## src/rtl/err_agg_pkg.sv

```systemverilog
`timescale 1ns/1ps
package err_agg_pkg;

    // Bit positions inside the write-one-to-clear word
    localparam int CLR_HI  = 0;
    localparam int CLR_LO  = 1;
    localparam int CLR_OVF = 2;
    localparam int CLR_PC  = 3;
    localparam int CLR_W   = 4;

    localparam int CODE_MAX_W = 64;

    typedef enum logic {
        PRIO_LO = 1'b0,
        PRIO_HI = 1'b1
    } prio_e;

    typedef struct packed {
        logic  hi;
        logic  lo;
        logic  ovf;
        logic  pc;
    } clr_req_t;

    // Class a code against the high-priority mask
    function automatic prio_e code_prio(input logic [CODE_MAX_W-1:0] code,
                                        input logic [CODE_MAX_W-1:0] mask);
        return (|(code & mask)) ? PRIO_HI : PRIO_LO;
    endfunction

    // Decode the clear word into separate requests
    function automatic clr_req_t clr_decode(input logic we, input logic [CLR_W-1:0] bits);
        clr_req_t r;
        r.hi  = we & bits[CLR_HI];
        r.lo  = we & bits[CLR_LO];
        r.ovf = we & bits[CLR_OVF];
        r.pc  = we & bits[CLR_PC];
        return r;
    endfunction

endpackage

```

## src/rtl/err_type_fill.sv

```systemverilog
`timescale 1ns/1ps
module err_type_fill #(
    parameter int                  N_SRC        = 4,
    parameter int                  TW           = 8,
    parameter logic [N_SRC-1:0]    TYPE_PRESENT = '1,
    parameter logic [TW-1:0]       UNCORR_CODE  = TW'('h40)
) (
    input  logic [N_SRC*TW-1:0] raw_type_i,
    output logic [N_SRC*TW-1:0] eff_type_o
);
    for (genvar i = 0; i < N_SRC; i++) begin : g_src
        if (TYPE_PRESENT[i]) begin : g_pass
            assign eff_type_o[i*TW +: TW] = raw_type_i[i*TW +: TW];
        end else begin : g_tie
            assign eff_type_o[i*TW +: TW] = UNCORR_CODE;
        end
    end
endmodule

```

## src/rtl/err_arb.sv

```systemverilog
`timescale 1ns/1ps
module err_arb #(
    parameter int N_SRC = 4,
    parameter int AW    = 32,
    parameter int TW    = 8,
    localparam int IW   = (N_SRC > 1) ? $clog2(N_SRC) : 1
) (
    input  logic                clk,
    input  logic                rst,
    input  logic [N_SRC-1:0]    req_i,
    input  logic [N_SRC*AW-1:0] addr_i,
    input  logic [N_SRC*TW-1:0] type_i,
    output logic                any_o,
    output logic                multi_o,
    output logic [IW-1:0]       win_idx_o,
    output logic [AW-1:0]       win_addr_o,
    output logic [TW-1:0]       win_type_o
);
    logic [IW:0] req_cnt;

    // Descending scan: the lowest requesting index is assigned last and wins
    always_comb begin
        any_o      = 1'b0;
        win_idx_o  = '0;
        win_addr_o = '0;
        win_type_o = '0;
        req_cnt    = '0;
        for (int i = N_SRC - 1; i >= 0; i--) begin
            if (req_i[i]) begin
                any_o      = 1'b1;
                win_idx_o  = IW'(i);
                win_addr_o = addr_i[i*AW +: AW];
                win_type_o = type_i[i*TW +: TW];
                req_cnt    = req_cnt + 1'b1;
            end
        end
        multi_o = (req_cnt > 1);
    end

    logic [N_SRC-1:0] below_win;
    always_comb below_win = (N_SRC'(1) << win_idx_o) - N_SRC'(1);

    assert_winner_requests_R1: assert property (@(posedge clk) disable iff (rst)
        any_o |-> req_i[win_idx_o]);
    assert_no_lower_request_R1: assert property (@(posedge clk) disable iff (rst)
        any_o |-> ((req_i & below_win) == '0));
    assert_multi_count_R2: assert property (@(posedge clk) disable iff (rst)
        multi_o == ($countones(req_i) > 1));
endmodule

```

## src/rtl/err_bank.sv

```systemverilog
`timescale 1ns/1ps
module err_bank #(
    parameter int DW = 40
) (
    input  logic          clk,
    input  logic          rst,
    input  logic          cap_i,
    input  logic          clr_i,
    input  logic [DW-1:0] data_i,
    output logic          valid_o,
    output logic [DW-1:0] data_o
);
    logic take;

    // A bank opens for a new capture when empty or when being cleared now
    always_comb take = cap_i && (!valid_o || clr_i);

    always_ff @(posedge clk) begin
        if (rst) begin
            valid_o <= 1'b0;
            data_o  <= '0;
        end else begin
            if (take) begin
                valid_o <= 1'b1;
                data_o  <= data_i;
            end else if (clr_i) begin
                valid_o <= 1'b0;
            end
        end
    end

    // Also guards the PC snapshot bank
    assert_bank_hold_R5: assert property (@(posedge clk) disable iff (rst)
        (valid_o && !clr_i) |=> (valid_o && $stable(data_o)));
    assert_bank_capture_R8: assert property (@(posedge clk) disable iff (rst)
        (cap_i && clr_i) |=> (valid_o && data_o == $past(data_i)));
endmodule

```

## src/rtl/err_aggregator.sv

```systemverilog
`timescale 1ns/1ps
module err_aggregator
    import err_agg_pkg::*;
#(
    parameter int               N_SRC        = 4,
    parameter int               AW           = 32,
    parameter int               TW           = 8,
    parameter int               PW           = 32,
    parameter logic [N_SRC-1:0] TYPE_PRESENT = '1,
    parameter logic [TW-1:0]    UNCORR_CODE  = TW'('h40),
    parameter logic [TW-1:0]    HI_MASK      = TW'('h40)
) (
    input  logic                clk,
    input  logic                rst,
    input  logic [N_SRC-1:0]    src_err_i,
    input  logic [N_SRC*AW-1:0] src_addr_i,
    input  logic [N_SRC*TW-1:0] src_type_i,
    input  logic [PW-1:0]       pc_i,
    input  logic                clr_we_i,
    input  logic [3:0]          clr_bits_i,
    output logic                hi_pulse_o,
    output logic                lo_pulse_o,
    output logic                hi_valid_o,
    output logic [AW-1:0]       hi_addr_o,
    output logic [TW-1:0]       hi_type_o,
    output logic                lo_valid_o,
    output logic [AW-1:0]       lo_addr_o,
    output logic [TW-1:0]       lo_type_o,
    output logic                ovf_o,
    output logic                pc_valid_o,
    output logic [PW-1:0]       pc_o
);
    localparam int IW = (N_SRC > 1) ? $clog2(N_SRC) : 1;
    localparam int RW = AW + TW;

    logic [N_SRC*TW-1:0] eff_type;
    logic                any, multi;
    logic [IW-1:0]       win_idx;
    logic [AW-1:0]       win_addr;
    logic [TW-1:0]       win_type;
    prio_e               win_prio;
    clr_req_t            clr;
    logic                cap_hi, cap_lo;

    err_type_fill #(
        .N_SRC(N_SRC), .TW(TW), .TYPE_PRESENT(TYPE_PRESENT), .UNCORR_CODE(UNCORR_CODE)
    ) u_fill (
        .raw_type_i (src_type_i),
        .eff_type_o (eff_type)
    );

    err_arb #(.N_SRC(N_SRC), .AW(AW), .TW(TW)) u_arb (
        .clk        (clk),
        .rst        (rst),
        .req_i      (src_err_i),
        .addr_i     (src_addr_i),
        .type_i     (eff_type),
        .any_o      (any),
        .multi_o    (multi),
        .win_idx_o  (win_idx),
        .win_addr_o (win_addr),
        .win_type_o (win_type)
    );

    always_comb begin
        win_prio = code_prio(CODE_MAX_W'(win_type), CODE_MAX_W'(HI_MASK));
        clr      = clr_decode(clr_we_i, clr_bits_i);
        cap_hi   = any && (win_prio == PRIO_HI);
        cap_lo   = any && (win_prio == PRIO_LO);
    end

    // Capture banks: index 0 high, index 1 low
    logic [1:0]    bank_cap, bank_clr, bank_valid;
    logic [RW-1:0] bank_data [2];

    assign bank_cap = {cap_lo, cap_hi};
    assign bank_clr = {clr.lo, clr.hi};

    for (genvar b = 0; b < 2; b++) begin : g_bank
        err_bank #(.DW(RW)) u_bank (
            .clk     (clk),
            .rst     (rst),
            .cap_i   (bank_cap[b]),
            .clr_i   (bank_clr[b]),
            .data_i  ({win_addr, win_type}),
            .valid_o (bank_valid[b]),
            .data_o  (bank_data[b])
        );
    end

    err_bank #(.DW(PW)) u_pc (
        .clk     (clk),
        .rst     (rst),
        .cap_i   (cap_hi),
        .clr_i   (clr.pc),
        .data_i  (pc_i),
        .valid_o (pc_valid_o),
        .data_o  (pc_o)
    );

    assign hi_valid_o = bank_valid[0];
    assign {hi_addr_o, hi_type_o} = bank_data[0];
    assign lo_valid_o = bank_valid[1];
    assign {lo_addr_o, lo_type_o} = bank_data[1];

    always_ff @(posedge clk) begin
        if (rst) begin
            ovf_o      <= 1'b0;
            hi_pulse_o <= 1'b0;
            lo_pulse_o <= 1'b0;
        end else begin
            hi_pulse_o <= cap_hi;
            lo_pulse_o <= cap_lo;
            if (multi)        ovf_o <= 1'b1;
            else if (clr.ovf) ovf_o <= 1'b0;
        end
    end

    assert_pulse_exclusive_R7: assert property (@(posedge clk) disable iff (rst)
        !(hi_pulse_o && lo_pulse_o));
    assert_pulse_after_strobe_R7: assert property (@(posedge clk) disable iff (rst)
        (|src_err_i) |=> (hi_pulse_o || lo_pulse_o));
    assert_hi_pulse_logged_R5: assert property (@(posedge clk) disable iff (rst)
        hi_pulse_o |-> (hi_valid_o && pc_valid_o));
    assert_overflow_set_R2: assert property (@(posedge clk) disable iff (rst)
        ($countones(src_err_i) > 1) |=> ovf_o);
    assert_overflow_sticky_R2: assert property (@(posedge clk) disable iff (rst)
        (ovf_o && !(clr_we_i && clr_bits_i[CLR_OVF])) |=> ovf_o);
    assert_pc_hold_R6: assert property (@(posedge clk) disable iff (rst)
        (pc_valid_o && !(clr_we_i && clr_bits_i[CLR_PC])) |=> (pc_valid_o && $stable(pc_o)));
    assert_high_code_class_R3: assert property (@(posedge clk) disable iff (rst)
        hi_valid_o |-> (|(hi_type_o & HI_MASK)));
    assert_low_code_class_R3: assert property (@(posedge clk) disable iff (rst)
        lo_valid_o |-> !(|(lo_type_o & HI_MASK)));
endmodule

```

## config.mk

```make
export PLATFORM = sky130hd
export DESIGN_NAME = err_aggregator
export DESIGN_NICKNAME = d
export VERILOG_FILES = /design/src/rtl/err_agg_pkg.sv /design/src/rtl/err_type_fill.sv /design/src/rtl/err_arb.sv /design/src/rtl/err_bank.sv /design/src/rtl/err_aggregator.sv
export SDC_FILE = /design/constraint.sdc
export NUM_CORES = 1
export LEC_CHECK = 0
export ABC_AREA = 1
export CAP_MARGIN = 20
export CORE_MARGIN = 2
export CORE_UTILIZATION = 37
export DETAILED_ROUTE_END_ITERATION = 8
export PLACE_DENSITY = 0.76
export SETUP_SLACK_MARGIN = 0.1
export SYNTH_ARGS = -nofsm -noshare
export SYNTH_HDL_FRONTEND = slang
export SYNTH_SLANG_ARGS = --single-unit
```

## constraint.sdc

```tcl
create_clock -name clk -period 1.7 [get_ports clk]
set_input_delay 0.34 -clock clk [delete_from_list [all_inputs] [get_ports clk]]
set_output_delay 0.34 -clock clk [all_outputs]
set_load 0.02 [all_outputs]
```

==> reports/metrics.yaml, run 1 <==
grt:
  grtUsageMet3: 0.0757
  busiest_layer: "met2"
  overflow: 0
  grt_pass1_wl_um: 34100
  grt_util_met2: 0.434
  use_met1: 0.273
  grt_usage: 0.244
  grt_max_degree: 40
  antenna_found_initial: 1
  grt_pass1_vias: 6708
worst_setup_path:
  end_kind: "flop"
  reg2reg_depth: 6
  r2r-start: "g_bank[1].u_bank.valid_o"
  cp.arrival_ns: 1.87
  crit_path_frequent_cell: "nand2_1"
  worstPathRequired_ns: 2.05
  crit_type: "in -> reg"
  start_kind: "input port"
  cp_max_fo: 39
  path_buf_inv: 3
  cpPeakStageDelay_ns: 0.43
  cp_cell_sequence: "clkdlybuf4s50_1, a21oi_1, nand2_1, nand2_2, buf_4, nand4_4, buf_12, nand2_1, nand2_1, nor2_1"
  cp_top_family: "buffers and inverters"
  reg2reg_slack_ns: 0.55
  slowest_stage: "clkdlybuf4s50_1"
  rr_endpoint: "g_bank[1].u_bank.data_o[24]"
logic_synthesis:
  netlist_area_um2: 6080
  syn_area_per_cell_um2: 6.01
  ys_types: 26
  synth_seq_cells: 118
  synthesis.yosys.warnings: 0
  synthesis.nets: 1218
  synth_edf_count: 0
  async_reset_ff_frac: 0
  syn_inst: 1012
  ys_seq_area_frac: 0.388
  synth_top_flop_cell: "dfxtp_1"
clock_network:
  cts.sinks: 118
  clkLatencyLatePin_ns: 0.42
  cts-root-buf: "clkbuf_16"
  postCtsHoldBufs: 0
  htree_num_levels: 4
  cts_tree: "done"
  numCtsBuffers: 17
  cts_buffer_depth: 2
  path_clk_slew_ns: 0.05
place:
  dp_hpwl_um: 16000
  io_buffers: 320
  place_inst: 1522
  gp_congestion: 0.848
  place_area_um2: 9690
  place_ws_ns: -0.299
layout:
  layout_commonest_cell: "nand2_1"
  finalNetCount: 1534
  mostFrequentLayoutCells: "391 x nand2_1, 221 x nor2_1, 198 x clkdlybuf4s50_1, 118 x dfxtp_1, 118 x dlygate4sd2_1"
  stdcell_area_um2: 10200
  synthToLayoutAreaGrowth_pct: 68.5
  drive_gt1_frac: 0.0649
  finalNonFillerCells: 1557
  num_antenna_cells: 0
timing:
  worst_slack_ns: 0.175
  rsz0062_at_grt: "no"
  hold_violations: 0
  slew_headroom: 0.749
  skew_ns: 0.00753
  final.setup.tns_ns: 0
  setup_viol: 0
  fin_crit_sh: 0.897
  slew_violations: 0
  tightest_slew_ns: 0.376
  period_minus_slack_ns: 1.52
  clock.fmax_mhz: 656
floorplan:
  die_x_um: 132
  core_um2: 16000
  die_height_um: 132
  die-area_um2: 17500
  ios: 321
  initial_core_util: 0.380
  num_rows: 46
drt:
  drt_wl_total_um: 21500
  wl_per_cell_um: 13.8
  vias: 6961
  drt_iter0_drc: 343
  via_per_inst: 4.47
  ant_nets: 0
  dr.pass1.iters: 4
  drc: 0
power:
  leakage_nw: 5.27
  power.switching_w: 0.00292
  p_int_w: 0.00675
  combPwrFrac: 0.282
  p_per_area_nw_per_um2: 943
  power.total_w: 0.00967
  seqPwrFrac: 0.333
  clkPwrFrac: 0.385
  vdd_ir_drop_max_mv: 0.713
  switching_share: 0.302
min_path:
  hold_depth: 2
  hp-class: "reg -> reg"
  holdPathEnd: "g_bank[1].u_bank.data_o[6]"
  hp-start: "g_bank[1].u_bank.data_o[6]"
run_status:
  status: "finished clean"
job:
  drv_cap: 0
[layer usage]
layer / part of all wire / wire length [µm]
met2: 0.50 / 10700
met1: 0.40 / 8680
met5: 0.00051 / 11
met4: 0.025 / 542
met3: 0.072 / 1550
[worst reg2reg max path: stages (launching register included)]
cell     delay [ns]
dfxtp_1        0.30
nand2_1        0.12
nand4_4        0.18
buf_12         0.22
nand2_1        0.11
nand2_1        0.07
nor2_1         0.10
[Yosys cell counts, types with 2 or more instances]
| master | instances | area [µm²] |
|---|---|---|
| nor2_1 | 222 | 833 |
| a21oi_1 | 44 | 220 |
| o211ai_1 | 39 | 293 |
| ha_1 | 3 | 37.5 |
| nand2_1 | 391 | 1470 |
| inv_1 | 114 | 428 |
| buf_1 | 4 | 15.0 |
| clkbuf_1 | 26 | 97.6 |
| buf_2 | 28 | 140 |
| buf_4 | 3 | 22.5 |
| nor2_2 | 2 | 12.5 |
| nand3_1 | 3 | 15.0 |
| inv_2 | 2 | 7.51 |
| dfxtp_1 | 118 | 2360 |
| nand3_4 | 2 | 35.0 |
[per-stage QoR]
step / hold slack, ns / utilization
after floorplan: 0.475 / -
after global placement: 0.436 / 0.606
after detailed placement: 0.450 / 0.606
after CTS: 0.447 / 0.635
after global routing: 0.469 / 0.641
final: 0.453 / 0.641
[registers in the layout, indices dropped and copies added, names as in the netlist]
name and flops:
u_pc.valid_o 1, g_bank.u_bank.valid_o 2, hi_pulse_o 1, ovf_o 1, lo_pulse_o 1, g_bank.u_bank.data_o 80, u_pc.data_o 32
[power by group through the flow]
stage	clock (W)	sequential (W)	combinational (W)
finish	0.00372	0.00322	0.00273
global route	0.00394	0.00326	0.00301
global placement	0	0.00327	0.00288
CTS	0.00379	0.00322	0.00272
detailed placement	0	0.00329	0.00291
floorplan	0	0.00366	0.00106
[worst max path at each step]
stage / cells after the start / endpoint / slack [ns] / startpoint
after floorplan: 8 / ovf_o / 0.17 / src_err_i[2]
after global placement: 8 / ovf_o / -0.27 / src_err_i[3]
after detailed placement: 8 / ovf_o / -0.30 / src_err_i[3]
after CTS: 9 / g_bank[1].u_bank.data_o[24] / 0.10 / src_err_i[3]
after global routing: 9 / g_bank[1].u_bank.data_o[19] / 0.13 / src_type_i[22]
final: 10 / g_bank[1].u_bank.data_o[24] / 0.18 / src_type_i[22]
[logic make-up (layout without fill, tap and decap cells)]
logic type,count (synthesis),in the layout,synth area share
simple gates,625,625,0.396
buf+inv,179,508,0.120
flops,118,118,0.388
compound gates,85,85,0.0866
fa+ha+maj,3,3,0.00617
xor+xnor,2,2,0.00288
[layout make-up]
cell class | count | area [µm²]
clock buffers | 19 | 433
fillers | 1506 | 5750
inverters | 117 | 443
multi-input cells | 715 | 3020
flip-flops and latches | 118 | 2360
well taps | 216 | 270
clock inverters | 13 | 181
repair buffers | 359 | 3540
[repair_timing]
action | CTS | global route
resized for setup | 118 | 5
endpoints found under the setup margin | 118 | 61
buffers inserted | 0 | 1
pin swaps | 0 | 5
cloned | 0 | 2
(Power assumes the default switching activity.)
==> run 2: changes to the inputs <==
--- a/config.mk
+++ b/config.mk
@@ -8,10 +8,11 @@
 export ABC_AREA = 1
 export CAP_MARGIN = 20
 export CORE_MARGIN = 2
-export CORE_UTILIZATION = 37
+export CORE_UTILIZATION = 40
 export DETAILED_ROUTE_END_ITERATION = 8
-export PLACE_DENSITY = 0.76
+export PLACE_DENSITY = 0.93
 export SETUP_SLACK_MARGIN = 0.1
+export SKIP_CTS_REPAIR_TIMING = 1
 export SYNTH_ARGS = -nofsm -noshare
 export SYNTH_HDL_FRONTEND = slang
 export SYNTH_SLANG_ARGS = --single-unit
==> run 2 against run 1 <==
Compared with the run above: sequential power about the same; critical path depth decreased by 1; final cell count decreased by 1.6%; via count increased by 5.6%; clock skew decreased by 0.0021 ns; combinational power increased by 9.2%.
==> reports/metrics.yaml, run 2 (synthesized netlist as in run 1, its figures left out) <==
timing:
  rsz0062_at_grt: "no"
  tightest_slew_ns: 0.356
  skew_ns: 0.00541
  setup_viol: 0
  clock.fmax_mhz: 626
  slew_violations: 0
  period_minus_slack_ns: 1.60
  fin_crit_sh: 0.939
  slew_headroom: 0.763
  hold_violations: 0
  worst_slack_ns: 0.103
worst_setup_path:
  crit_path_frequent_cell: "nand2_1"
  end_kind: "flop"
  reg2reg_slack_ns: 0.42
  cp_max_fo: 9
  crit_type: "in -> reg"
  cp_top_family: "buffers and inverters"
  cpPeakStageDelay_ns: 0.59
  path_buf_inv: 3
  r2r-start: "g_bank[1].u_bank.valid_o"
  cp_cell_sequence: "clkdlybuf4s50_1, nand2_1, nand2_1, nand4_4, buf_4, clkbuf_16, nand2_1, nand2_1, nor2_1"
  crit_cells: 9
  cp.arrival_ns: 1.93
  start_kind: "input port"
  rr_endpoint: "g_bank[1].u_bank.data_o[22]"
  worstPathRequired_ns: 2.03
  reg2reg_depth: 7
  slowest_stage: "clkdlybuf4s50_1"
grt:
  grt_max_degree: 58
  antenna_found_initial: 0
  overflow: 0
  grt_pass1_wl_um: 32500
  grt_usage: 0.254
  grt_pass1_vias: 6692
drt:
  vias: 7349
  drt_iter0_drc: 326
  ant_nets: 0
  dr.pass1.iters: 5
  drc: 0
  wl_per_cell_um: 15.1
  drt_wl_total_um: 23200
  via_per_inst: 4.80
place:
  dp_hpwl_um: 16200
  io_buffers: 320
  gp_congestion: 0.868
  place_ws_ns: -0.287
layout:
  mostFrequentLayoutCells: "390 x nand2_1, 221 x nor2_1, 198 x clkdlybuf4s50_1, 119 x dlymetal6s2s_1, 118 x dfxtp_1"
  finalNetCount: 1537
  drive_gt1_frac: 0.0677
  final_util: 0.708
  synthToLayoutAreaGrowth_pct: 75.1
  layout_commonest_cell: "nand2_1"
  fillCellCount: 1161
  num_antenna_cells: 0
  regMostFlops: "g_bank.u_bank.data_o"
  largest_register_ff_count: 80
  top_regs: "g_bank.u_bank.data_o x80, u_pc.data_o x32, g_bank.u_bank.valid_o x2"
clock_network:
  cts.sinks: 118
  numCtsBuffers: 17
  clkLatencyLatePin_ns: 0.41
  cts_tree: "done"
  path_clk_slew_ns: 0.06
  cts_buffer_depth: 2
  cts-root-buf: "clkbuf_16"
  htree_num_levels: 4
power:
  p_int_w: 0.00667
  vdd_ir_drop_max_mv: 0.713
  p_per_area_nw_per_um2: 909
  combPwrFrac: 0.307
  power.total_w: 0.00968
  clkPwrFrac: 0.359
  power.switching_w: 0.00301
  seqPwrFrac: 0.334
  leakage_nw: 6.63
  switching_share: 0.311
floorplan:
  core_um2: 15000
  ios: 321
  num_rows: 45
  initial_core_util: 0.405
  die_x_um: 127
  die_height_um: 127
  die-area_um2: 16200
min_path:
  hp-start: "g_bank[1].u_bank.data_o[6]"
  hp-class: "reg -> reg"
  holdPathEnd: "g_bank[1].u_bank.data_o[6]"
  hold_depth: 2
job:
  drv_cap: 0
run_status:
  status: "finished clean"
==> run 2: cell count changes in the layout (fill, tap and decap cells not counted), moves of 2 or more <==
cell / before / now
buf_12: 13 / 10
buf_4: 23 / 27
bufinv_16: 4 / 2
clkbuf_16: 19 / 22
clkinv_2: 4 / 6
dlygate4sd2_1: 118 / 0
dlymetal6s2s_1: 1 / 119
==> run 2: stage by stage <==
| stage | setup TNS [ns] | hold WS, ns | cells | area (µm²) |
|---|---|---|---|---|
| 2_1_floorplan | 0 | 0.475 | 1012 | 6080 |
| 3_3_place_gp | -19.00 | 0.439 | 1491 | 9610 |
| 3_5_place_dp | -24.13 | 0.447 | 1491 | 9610 |
| 4_1_cts | -1.72 | 0.457 | 1523 | 10200 |
| 5_1_grt | 0 | 0.478 | 1532 | 10600 |
| 6_report | 0 | 0.459 | 1532 | 10600 |
==> run 2: cell type report <==
type	instances	area, µm²	share of cell area
timing repair buffer	362	4010	0.377
inverter	117	443	0.0416
sequential	118	2360	0.222
clock inverter	13	133	0.0125
clock buffer	19	443	0.0416
multi-input combinational	715	3020	0.284
tap	188	235	0.0221
==> run 2: worst max-delay path by stage <==
stage,from,end
after floorplan,src_err_i[2],ovf_o
after global placement,src_err_i[3],g_bank[1].u_bank.data_o[32]
after detailed placement,src_err_i[3],ovf_o
after CTS,u_pc.data_o[13],pc_o[13]
after global routing,clr_we_i,g_bank[1].u_bank.data_o[22]
final,clr_we_i,g_bank[1].u_bank.data_o[22]
==> run 2: metal layers <==
| layer | up-vias | part of all wire | global-route usage | wire length [µm] |
|---|---|---|---|---|
| met4 | 0 | 0.038 | 0.111 | 872 |
| li1 | 3661 | - | - | - |
| met2 | 319 | 0.51 | 0.463 | 11700 |
| met5 | - | 0 | 0 | 0 |
| met3 | 72 | 0.076 | 0.0741 | 1770 |
| met1 | 3297 | 0.38 | 0.271 | 8820 |
==> run 2: worst reg2reg max path: cells and delay by family (launching register included) <==
family	cells	cell delay, ns
buf+inv	2	0.37
simple gates	5	0.54
flops	1	0.30
==> run 2: power by group through the flow <==
stage               combinational [W]  clock (W)  sequential (W)
global route                  0.00323    0.00367         0.00326
finish                        0.00298    0.00348         0.00323
global placement              0.00283          0         0.00328
detailed placement            0.00289          0         0.00329
floorplan                     0.00106          0         0.00366
CTS                           0.00292    0.00352         0.00324
